**config.mk**
```make
export PLATFORM = sky130hd
export DESIGN_NAME = ilk_interlock
export DESIGN_NICKNAME = d
export VERILOG_FILES = /design/src/rtl/ilk_pkg.sv /design/src/rtl/ilk_lat_entry.sv /design/src/rtl/ilk_score.sv /design/src/rtl/ilk_hazard.sv /design/src/rtl/ilk_interlock.sv
export SDC_FILE = /design/constraint.sdc
export NUM_CORES = 1
export LEC_CHECK = 0
export ABC_AREA = 1
export BUFFER_PORTS_ARGS = -buffer_cell sky130_fd_sc_hd__buf_2
export CELL_PAD_IN_SITES_DETAIL_PLACEMENT = 1
export CELL_PAD_IN_SITES_GLOBAL_PLACEMENT = 1
export CORE_ASPECT_RATIO = 0.75
export CORE_UTILIZATION = 35
export DETAILED_ROUTE_END_ITERATION = 7
export HOLD_SLACK_MARGIN = 0.02
export MAX_ROUTING_LAYER = met4
export PLACE_DENSITY_LB_ADDON = 0.1
export SYNTH_ARGS = -nofsm -noshare
export SYNTH_HDL_FRONTEND = slang
export SYNTH_SLANG_ARGS = --single-unit
export TNS_END_PERCENT = 100
```
**constraint.sdc**
```tcl
create_clock -name clk -period 4.8 [get_ports clk]
set_clock_uncertainty 0.2 [all_clocks]
set_input_delay 0.72 -clock clk [delete_from_list [all_inputs] [get_ports clk]]
set_output_delay 0.72 -clock clk [all_outputs]
set_load 0.005 [all_outputs]
```
**src/rtl/ilk_pkg.sv**
```systemverilog
package ilk_pkg;
   typedef enum logic [2:0] {
      CLS_FP  = 3'd0,
      CLS_LD  = 3'd1,
      CLS_ST  = 3'd2,
      CLS_INT = 3'd3,
      CLS_BR  = 3'd4
   } op_class_e;

   typedef enum logic [1:0] {
      ROLE_FP  = 2'd0,
      ROLE_STD = 2'd1,
      ROLE_INT = 2'd2,
      ROLE_BR  = 2'd3
   } role_e;

   function automatic int unsigned imax(input int unsigned x, input int unsigned y);
      return (x > y) ? x : y;
   endfunction
endpackage

```
**src/rtl/ilk_lat_entry.sv**
```systemverilog
module ilk_lat_entry
   import ilk_pkg::*;
#(
   parameter int unsigned LAT_FP_FP   = 3,
   parameter int unsigned LAT_FP_ST   = 2,
   parameter int unsigned LAT_LD_FP   = 1,
   parameter int unsigned LAT_LD_ST   = 0,
   parameter int unsigned LAT_INT_BR  = 1,
   parameter int unsigned LAT_INT_INT = 0,
   parameter int unsigned CW          = 2
) (
   input  op_class_e         prod,
   input  role_e             role,
   output logic [CW-1:0]     need,
   output logic [CW-1:0]     horizon
);
   localparam int unsigned HZ_FP  = imax(LAT_FP_FP, LAT_FP_ST);
   localparam int unsigned HZ_LD  = imax(LAT_LD_FP, LAT_LD_ST);
   localparam int unsigned HZ_INT = imax(LAT_INT_BR, LAT_INT_INT);

   always_comb begin
      need    = '0;
      horizon = '0;
      case (prod)
         CLS_FP: begin
            horizon = CW'(HZ_FP);
            if (role == ROLE_FP)       need = CW'(LAT_FP_FP);
            else if (role == ROLE_STD) need = CW'(LAT_FP_ST);
         end
         CLS_LD: begin
            horizon = CW'(HZ_LD);
            if (role == ROLE_FP)       need = CW'(LAT_LD_FP);
            else if (role == ROLE_STD) need = CW'(LAT_LD_ST);
         end
         CLS_INT: begin
            horizon = CW'(HZ_INT);
            if (role == ROLE_BR)       need = CW'(LAT_INT_BR);
            else if (role == ROLE_INT) need = CW'(LAT_INT_INT);
         end
         default: begin
            horizon = '0;
            need    = '0;
         end
      endcase
   end
endmodule

```
**src/rtl/ilk_score.sv**
```systemverilog
module ilk_score
   import ilk_pkg::*;
#(
   parameter int unsigned NREG = 32,
   parameter int unsigned CW   = 2,
   localparam int unsigned RW  = $clog2(NREG)
) (
   input  logic             clk,
   input  logic             rst_n,
   input  logic             wr_en,
   input  logic [RW-1:0]    wr_idx,
   input  logic [CW-1:0]    wr_cnt,
   input  op_class_e        wr_cls,
   input  logic [RW-1:0]    rd_idx [2],
   output logic [CW-1:0]    rd_cnt [2],
   output op_class_e        rd_cls [2]
);
   logic [NREG-1:0][CW-1:0] cnt_all;
   logic [NREG-1:0][2:0]    cls_all;

   for (genvar i = 0; i < NREG; i++) begin : g_ent
      logic [CW-1:0] c_q;
      op_class_e     k_q;
      logic          hit_w;

      assign hit_w = wr_en && (wr_idx == RW'(i));

      always_ff @(posedge clk) begin
         if (!rst_n) begin
            c_q <= '0;
            k_q <= CLS_INT;
         end else if (hit_w) begin
            c_q <= wr_cnt;
            k_q <= wr_cls;
         end else if (c_q != '0) begin
            c_q <= c_q - CW'(1);
         end
      end

      assign cnt_all[i] = c_q;
      assign cls_all[i] = k_q;

      a_r6_countdown: assert property (@(posedge clk) disable iff (!rst_n)
         (c_q != '0 && !hit_w) |=> (c_q == $past(c_q) - CW'(1)));

      a_r12_reset_clear: assert property (@(posedge clk)
         !rst_n |=> (c_q == '0));
   end

   for (genvar p = 0; p < 2; p++) begin : g_rd
      assign rd_cnt[p] = cnt_all[rd_idx[p]];
      assign rd_cls[p] = op_class_e'(cls_all[rd_idx[p]]);
   end
endmodule

```
**src/rtl/ilk_hazard.sv**
```systemverilog
module ilk_hazard
   import ilk_pkg::*;
#(
   parameter int unsigned LAT_FP_FP   = 3,
   parameter int unsigned LAT_FP_ST   = 2,
   parameter int unsigned LAT_LD_FP   = 1,
   parameter int unsigned LAT_LD_ST   = 0,
   parameter int unsigned LAT_INT_BR  = 1,
   parameter int unsigned LAT_INT_INT = 0,
   parameter int unsigned CW          = 2
) (
   input  logic          active,
   input  op_class_e     prod,
   input  logic [CW-1:0] left,
   input  role_e         role,
   output logic          hit
);
   logic [CW-1:0] need;
   logic [CW-1:0] horizon;

   ilk_lat_entry #(
      .LAT_FP_FP(LAT_FP_FP), .LAT_FP_ST(LAT_FP_ST),
      .LAT_LD_FP(LAT_LD_FP), .LAT_LD_ST(LAT_LD_ST),
      .LAT_INT_BR(LAT_INT_BR), .LAT_INT_INT(LAT_INT_INT),
      .CW(CW)
   ) u_lat (
      .prod(prod), .role(role), .need(need), .horizon(horizon)
   );

   // left counts down from horizon; elapsed gap = horizon - left
   assign hit = active && (left != '0) && (left > (horizon - need));
endmodule

```
**src/rtl/ilk_interlock.sv**
```systemverilog
module ilk_interlock
   import ilk_pkg::*;
#(
   parameter int unsigned NREG        = 32,
   parameter int unsigned LAT_FP_FP   = 3,
   parameter int unsigned LAT_FP_ST   = 2,
   parameter int unsigned LAT_LD_FP   = 1,
   parameter int unsigned LAT_LD_ST   = 0,
   parameter int unsigned LAT_INT_BR  = 1,
   parameter int unsigned LAT_INT_INT = 0,
   localparam int unsigned RW         = $clog2(NREG)
) (
   input  logic          clk,
   input  logic          rst_n,
   input  logic          in_valid,
   input  logic [2:0]    in_class,
   input  logic [RW-1:0] in_dst,
   input  logic [RW-1:0] in_src_a,
   input  logic [RW-1:0] in_src_b,
   output logic          stall,
   output logic          issue
);
   localparam int unsigned MAXLAT = imax(imax(imax(LAT_FP_FP, LAT_FP_ST), imax(LAT_LD_FP, LAT_LD_ST)),
                                         imax(LAT_INT_BR, LAT_INT_INT));
   localparam int unsigned CW     = (MAXLAT < 1) ? 1 : $clog2(MAXLAT + 1);

   if (NREG < 2) begin : g_bad_nreg
      $error("ilk_interlock: NREG must be at least 2");
   end
   if ((1 << RW) != NREG) begin : g_bad_pow2
      $error("ilk_interlock: NREG must be a power of two");
   end

   op_class_e     cls;
   logic          writes;
   logic          act   [2];
   role_e         role  [2];
   logic [RW-1:0] src   [2];
   logic [CW-1:0] left  [2];
   op_class_e     prod  [2];
   logic          hit   [2];
   logic [CW-1:0] wr_need_unused;
   logic [CW-1:0] wr_horizon;
   logic          slot_q;

   assign cls    = op_class_e'(in_class);
   assign src[0] = in_src_a;
   assign src[1] = in_src_b;

   always_comb begin
      writes  = 1'b0;
      act[0]  = 1'b0;
      act[1]  = 1'b0;
      role[0] = ROLE_INT;
      role[1] = ROLE_INT;
      case (cls)
         CLS_FP: begin
            writes = 1'b1; act[0] = 1'b1; act[1] = 1'b1;
            role[0] = ROLE_FP; role[1] = ROLE_FP;
         end
         CLS_LD: begin
            writes = 1'b1; act[0] = 1'b1;
         end
         CLS_ST: begin
            act[0] = 1'b1; act[1] = 1'b1; role[1] = ROLE_STD;
         end
         CLS_INT: begin
            writes = 1'b1; act[0] = 1'b1; act[1] = 1'b1;
         end
         CLS_BR: begin
            act[0] = 1'b1; act[1] = 1'b1;
            role[0] = ROLE_BR; role[1] = ROLE_BR;
         end
         default: begin
            writes = 1'b0;
         end
      endcase
   end

   ilk_score #(.NREG(NREG), .CW(CW)) u_score (
      .clk(clk), .rst_n(rst_n),
      .wr_en(issue && writes), .wr_idx(in_dst),
      .wr_cnt(wr_horizon), .wr_cls(cls),
      .rd_idx(src), .rd_cnt(left), .rd_cls(prod)
   );

   ilk_lat_entry #(
      .LAT_FP_FP(LAT_FP_FP), .LAT_FP_ST(LAT_FP_ST),
      .LAT_LD_FP(LAT_LD_FP), .LAT_LD_ST(LAT_LD_ST),
      .LAT_INT_BR(LAT_INT_BR), .LAT_INT_INT(LAT_INT_INT),
      .CW(CW)
   ) u_wr_lat (
      .prod(cls), .role(ROLE_INT), .need(wr_need_unused), .horizon(wr_horizon)
   );

   for (genvar g = 0; g < 2; g++) begin : g_opnd
      ilk_hazard #(
         .LAT_FP_FP(LAT_FP_FP), .LAT_FP_ST(LAT_FP_ST),
         .LAT_LD_FP(LAT_LD_FP), .LAT_LD_ST(LAT_LD_ST),
         .LAT_INT_BR(LAT_INT_BR), .LAT_INT_INT(LAT_INT_INT),
         .CW(CW)
      ) u_hz (
         .active(act[g]), .prod(prod[g]), .left(left[g]),
         .role(role[g]), .hit(hit[g])
      );
   end

   // Delay slot: armed by an issued branch, consumed by the next issue.
   always_ff @(posedge clk) begin
      if (!rst_n)     slot_q <= 1'b0;
      else if (issue) slot_q <= (cls == CLS_BR);
   end

   assign stall = in_valid && (hit[0] || hit[1]) && !slot_q;
   assign issue = in_valid && !stall;

   a_r1_fp_back_to_back: assert property (@(posedge clk) disable iff (!rst_n)
      ($past(issue && cls == CLS_FP) && in_valid && cls == CLS_FP
       && in_src_a == $past(in_dst) && $past(cls) != CLS_BR) |-> stall);

   a_r7_slot_issues: assert property (@(posedge clk) disable iff (!rst_n)
      ($past(issue && cls == CLS_BR) && in_valid) |-> issue);

   a_r8_idle_quiet: assert property (@(posedge clk) disable iff (!rst_n)
      !in_valid |-> (!stall && !issue));

   a_r8_exclusive: assert property (@(posedge clk) disable iff (!rst_n)
      !(stall && issue));

   a_r8_held_while_stalled: assert property (@(posedge clk) disable iff (!rst_n)
      stall |=> (in_valid && $stable(in_class) && $stable(in_src_a) && $stable(in_src_b)));
endmodule

```
==> impl_metrics.env, run 1 <==
export IMPL_diodes=0
export IMPL_grt_pass1_vias=10700
export IMPL_yosysMostFrequentCell="nand2_1"
export IMPL_die_width_um=205
export IMPL_power_mw=5.53
export IMPL_synth_top_family_by_area="simple AND/OR/NAND/NOR gates"
export IMPL_clockRootBuffer="clkbuf_16"
export IMPL_wl_per_cell_um=20.4
export IMPL_critPathLaunchType="input pin"
export IMPL_internal_power_mw=3.51
export IMPL_p_comb_frac=0.378
export IMPL_finalSetupTns_ps=0
export IMPL_place_area_um2=11400
export IMPL_cts_tree="done"
export IMPL_status="finished clean"
export IMPL_avgSynthCellArea_um2=6.88
export IMPL_min_delay_path_class="register to register"
export IMPL_cts_setup_buffers=0
export IMPL_critPathKind="input pin to output pin"
export IMPL_grt_use_met1=0.360
export IMPL_synth_ff_type="dfxtp_1"
export IMPL_critPathArrivalTime_ps=3690
export IMPL_swShare=0.365
export IMPL_grt_pass1_wl_mm=62.8
export IMPL_maxCapViolCount=0
export IMPL_crit_fanout=20
export IMPL_grt_usage=0.267
export IMPL_htree_levels=4
export IMPL_synth_mux_area_frac=0.0332
export IMPL_post_dp_hpwl_mm=27.7
export IMPL_syn_area_um2=10900
export IMPL_peakVddDrop_mv=0.239
export IMPL_vias_per_cell=5.51
export IMPL_synth_edf_count=0
export IMPL_finalNonFillerCells=1965
export IMPL_synthSimpleGateAreaFrac=0.365
export IMPL_final_core_util=0.398
export IMPL_postCtsHoldBufs=0
export IMPL_p_leak_nw=5.35
export IMPL_async_flop_share=0
export IMPL_synth_compound_area_frac=0.131
export IMPL_dr_total_vias=10800
export IMPL_ys_warn_count=0
export IMPL_whs_ps=266
export IMPL_synthTopCellsByCount="nand2_1 (318), nor2_1 (233), nand3_1 (190), dfxtp_1 (161), inv_1 (149)"
export IMPL_design_core_area_um2=30300
export IMPL_seqPwrFrac=0.335
export IMPL_finalCritPeriodShare=0.961
export IMPL_p_sw_mw=2.02
export IMPL_place_ws_ps=129
export IMPL_ys_ff_latch=161
export IMPL_hold_viol_final=0
export IMPL_ys_seq_area_frac=0.297
export IMPL_setup_viol=0
export IMPL_placed_cells=1932
export IMPL_cts_resized=0
export IMPL_numCtsBuffers=17
export IMPL_pin_count=23
export IMPL_drive_gt1_frac=0.105
export IMPL_crit_path_end_kind="output pin"
export IMPL_synth_xor_area_share=0.0258
export IMPL_period_minus_slack_ps=4610
export IMPL_finalMaxSlewViolations=0
export IMPL_area_growth_syn_to_layout_pct=11.1
export IMPL_firstDrtPassIters=5
export IMPL_cts_sinks=161
export IMPL_synth_top_area_cell="dfxtp_1"
export IMPL_die_area_um2=31800
export IMPL_drc_errors=0
export IMPL_fillers=3830
export IMPL_tightestPinTransition_ps=877
export IMPL_clkTransAtPathRegs_ps=70
export IMPL_first_iter_violations=722
export IMPL_synth_distinct_cells=39
export IMPL_dieHeight_um=155
export IMPL_netlist_instances=1580
export IMPL_io_buffers=22
export IMPL_max_freq_mhz=217
export IMPL_synth_nets=1637
export IMPL_wl_mm=40.2
export IMPL_grtUsageMet2=0.410
export IMPL_crit_required_ps=3880
export IMPL_gp_congestion=0.917
export IMPL_antenna_found_initial=0
export IMPL_fin_area_um2=12100
export IMPL_grt_setup_unrepaired="no"
export IMPL_pwr_share_clk=0.287
export IMPL_synthTopCellsByArea="dfxtp_1 (30%), nand2_1 (11%), nand3_1 (8.8%), nor2_1 (8.0%), nand4_4 (5.7%)"
export IMPL_fin_nets=1610
export IMPL_max_slew_margin_rel=0.415
export IMPL_clockBufferDepth=2
export IMPL_yosys_area_share_adder=0.0415
export IMPL_synth_top_cell_area_share=0.297
export IMPL_grt_max_degree=70
export IMPL_p_per_area_nw_per_um2=458
export IMPL_ant_nets=0
export IMPL_worst_slack_ps=188
export IMPL_busiest_layer="met2"
export IMPL_gr_total_overflow=0
export IMPL_clock_latency_ps=460
export IMPL_initial_core_util=0.358
export IMPL_rows=55
export IMPL_use_met3=0.0470
## cell usage in the layout, fill, tap and decap left out, drive strengths merged, types with 2 or more instances in the layout
| cell | instances |
|---|---|
| a211oi | 2 |
| a21oi | 43 |
| a31oi | 3 |
| buf | 60 |
| bufinv | 5 |
| clkbuf | 20 |
| clkinv | 4 |
| clkinvlp | 3 |
| dfxtp | 161 |
| ha | 36 |
| inv | 156 |
| mux2 | 32 |
| nand2 | 320 |
| nand3 | 190 |
| nand4 | 65 |
| nor2 | 235 |
| nor3 | 10 |
| o21ai | 105 |
| o21bai | 32 |
| o221ai | 34 |
| o22ai | 11 |
| o2bb2ai | 2 |
| xor2 | 32 |
## kinds of logic (layout without fill, tap and decap cells)
| logic type | after synthesis | count (layout) |
|---|---|---|
| DFF | 161 | 161 |
| AOI/OAI and AO/OA | 235 | 235 |
| and+or+nand+nor | 821 | 822 |
| muxes | 32 | 32 |
| buffers and inverters | 263 | 248 |
| adders and majority gates | 36 | 36 |
| xor gates and xnor gates | 32 | 32 |
## critical path, stage by stage
cell and delay (ps):
buf_2 130, inv_2 390, buf_12 210, o21ai_0 90, o221ai_1 280, nand3_1 180
nand2_1 100, o21ai_0 110, nor2_1 110, nor2_1 50, nor2_1 100, ha_1 150
inv_1 40, a21oi_1 130, a211oi_1 60, nand2_1 80, nand2_2 80, nand2_4 80
inv_2 90, nor2_8 300, buf_2 180
## worst paths after layout
path / start / to / slack, ps / cells past startpoint
worst max register to register: u_score.g_ent[2].k_q[2] / u_score.g_ent[16].c_q[1] / 1090 / 15
worst min-delay path: u_score.g_ent[17].k_q[0] / u_score.g_ent[17].k_q[0] / 270 / 2
worst min register to register: u_score.g_ent[17].k_q[0] / u_score.g_ent[17].k_q[0] / 270 / 2
worst max-delay path: in_src_a[1] / issue / 190 / 21
## power by group through the flow
| stage | sequential (mW) | clock [mW] | combinational [mW] |
|---|---|---|---|
| detailed placement | 1.89 | 0 | 2.09 |
| global route | 1.89 | 1.68 | 2.40 |
| CTS | 1.86 | 1.63 | 2.11 |
| floorplan | 1.78 | 0 | 1.70 |
| global placement | 1.88 | 0 | 1.98 |
| finish | 1.85 | 1.59 | 2.09 |
## registers in the layout, summed over array words and instances, names as in the netlist
name / cells
u_score.g_ent.c_q: 64
slot_q: 1
u_score.g_ent.k_q: 96
## cell type report
type	instances	area, µm²	share of cell area
flip-flops and latches	161	3220	0.267
clock buffers	20	467	0.0387
multi-input cells	1157	6500	0.539
clock inverters	12	204	0.0169
repair buffers	60	583	0.0483
inverters	156	591	0.0489
well taps	399	499	0.0414
## routing by layer
layer	vias to the layer above	wire [µm]
met5	-	0
met4	0	642
met2	217	18000
met3	47	1780
li1	5205	-
met1	5351	19700
No activity file was read; power rests on OpenSTA's default activity.
==> run 2: changes to the inputs <==
==> constraint.sdc (replaced) <==
create_clock -name clk -period 4.8 [get_ports clk]
set_clock_uncertainty 0.2 [all_clocks]
set_input_delay 0.48 -clock clk [delete_from_list [all_inputs] [get_ports clk]]
set_output_delay 0.48 -clock clk [all_outputs]
set_load 0.005 [all_outputs]
==> run 2 against run 1 <==
- cell area fell by 1.7%
- power fell by 2.4%
- routed wire length rose by 1.0%
- worst hold slack improved by 6.0 ps
- via count fell by 0.21%
- first-iteration DRC count rose by 5.7%
- final cell count fell by 0.41%
- critical path depth fell by 3
- highest routed layer unchanged
==> impl_metrics.env, run 2 (synthesis results as in run 1) <==
export IMPL_cts_resized=0
export IMPL_fin_area_um2=11900
export IMPL_place_area_um2=11300
export IMPL_final_cell_mix="nand2_1 (318), nor2_1 (233), nand3_1 (190)"
export IMPL_finalMaxSlewViolations=0
export IMPL_cts_setup_buffers=0
export IMPL_postCtsHoldBufs=0
export IMPL_initial_core_util=0.358
export IMPL_fin_nets=1604
export IMPL_finalSetupTns_ps=0
export IMPL_gr_total_overflow=0
export IMPL_finalNonFillerCells=1957
export IMPL_power_mw=5.40
export IMPL_io_buffers=22
export IMPL_clockRootBuffer="clkbuf_16"
export IMPL_drc_errors=0
export IMPL_htree_levels=4
export IMPL_design_core_area_um2=30300
export IMPL_grt_max_degree=82
export IMPL_die_width_um=205
export IMPL_worstRegToRegCells=22
export IMPL_maxCapViolCount=0
export IMPL_clockBufferDepth=2
export IMPL_wl_per_cell_um=20.7
export IMPL_reg_largest_list="u_score.g_ent.k_q: 96 flops, u_score.g_ent.c_q: 64 flops, slot_q: 1 flops"
export IMPL_finalCritPeriodShare=0.871
export IMPL_worst_slack_ps=618
export IMPL_peakVddDrop_mv=0.239
export IMPL_firstDrtPassIters=5
export IMPL_hold_depth=2
export IMPL_grt_pass1_wl_mm=63.7
export IMPL_critPathArrivalTime_ps=3500
export IMPL_crit_required_ps=4120
export IMPL_clock_latency_ps=460
export IMPL_cts_tree="done"
export IMPL_min_delay_path_class="register to register"
export IMPL_p_per_area_nw_per_um2=455
export IMPL_dr_total_vias=10800
export IMPL_placed_cells=1927
export IMPL_max_slew_margin_rel=0.340
export IMPL_grt_pass1_vias=10800
export IMPL_final_common_cell="nand2_1"
export IMPL_max_freq_mhz=239
export IMPL_first_iter_violations=763
export IMPL_dieHeight_um=155
export IMPL_critPathLaunchType="input pin"
export IMPL_status="finished clean"
export IMPL_numCtsBuffers=17
export IMPL_hold_viol_final=0
export IMPL_tightestPinTransition_ps=987
export IMPL_drive_gt1_frac=0.0988
export IMPL_area_growth_syn_to_layout_pct=9.20
export IMPL_ant_nets=0
export IMPL_rows=55
export IMPL_crit_path_end_kind="output pin"
export IMPL_period_minus_slack_ps=4180
export IMPL_place_ws_ps=603
export IMPL_p_leak_nw=5.26
export IMPL_wl_mm=40.6
export IMPL_largest_reg_flops=96
export IMPL_gp_congestion=0.903
export IMPL_antenna_found_initial=0
export IMPL_cts_sinks=161
export IMPL_grt_setup_unrepaired="no"
export IMPL_grt_usage=0.272
export IMPL_regMostFlops="u_score.g_ent.k_q"
export IMPL_crit_fanout=38
export IMPL_pin_count=23
export IMPL_diodes=0
export IMPL_vias_per_cell=5.52
export IMPL_die_area_um2=31800
export IMPL_clkTransAtPathRegs_ps=60
export IMPL_critPathKind="input pin to output pin"
export IMPL_post_dp_hpwl_mm=27.7
export IMPL_setup_viol=0
run 2: changes by cell type in the layout (fill, tap and decap cells not counted), sizes merged:
| cell | before | now |
|---|---|---|
| inv | 156 | 155 |
| bufinv | 5 | 3 |
| buf | 60 | 55 |
| clkbuf | 20 | 25 |
| nor2 | 235 | 234 |
| clkinv | 4 | 3 |
| clkinvlp | 3 | 0 |
run 2: worst max-delay path: stages:
cell and delay (ps):
buf_2 130, buf_4 490, o21ai_0 230, o221ai_1 350, a31oi_1 180, o2bb2ai_1 210
nand3_1 110, o21ai_0 80, ha_1 230, inv_1 50, a21oi_1 50, a211oi_1 210
nand2_1 110, nand2_2 90, nand2_4 140, inv_2 170, nor2_8 40, buf_2 130
run 2: power breakdown:
part	leakage (nW)	internal, mW	switching [mW]
clock network	0.299	0.880	0.572
logic	3.65	0.952	1.14
registers	1.31	1.59	0.266
run 2: metal layers:
metal / vias up / track usage / share of wire
li1: 5186 / - / -
met3: 56 / 0.0350 / 0.042
met4: 0 / 0.0815 / 0.017
met5: - / - / 0
met1: 5341 / 0.376 / 0.50
met2: 214 / 0.409 / 0.44
run 2: final timing paths:
| kind | startpoint | end | slack [ps] |
|---|---|---|---|
| setup reg to reg | u_score.g_ent[25].k_q[1] | u_score.g_ent[26].k_q[1] | 1250 |
| setup / recovery | in_src_b[1] | issue | 620 |
| hold / removal | u_score.g_ent[22].k_q[0] | u_score.g_ent[22].k_q[0] | 270 |
| hold reg to reg | u_score.g_ent[22].k_q[0] | u_score.g_ent[22].k_q[0] | 270 |
run 2: final cells by class:
type                            count  area (µm²)
Fill cell                        3848       18500
Multi-Input combinational cell   1156        6490
Sequential cell                   161        3220
Inverter                          156         591
Clock buffer                       25         505
Tap cell                          399         499
Timing Repair Buffer               55         458
Clock inverter                      5         100
run 2: per-stage QoR:
step / utilization / hold slack (ps)
after floorplan: - / 237
after global placement: 0.371 / 258
after detailed placement: 0.371 / 262
after CTS: 0.391 / 274
after global routing: 0.391 / 294
final: 0.391 / 272
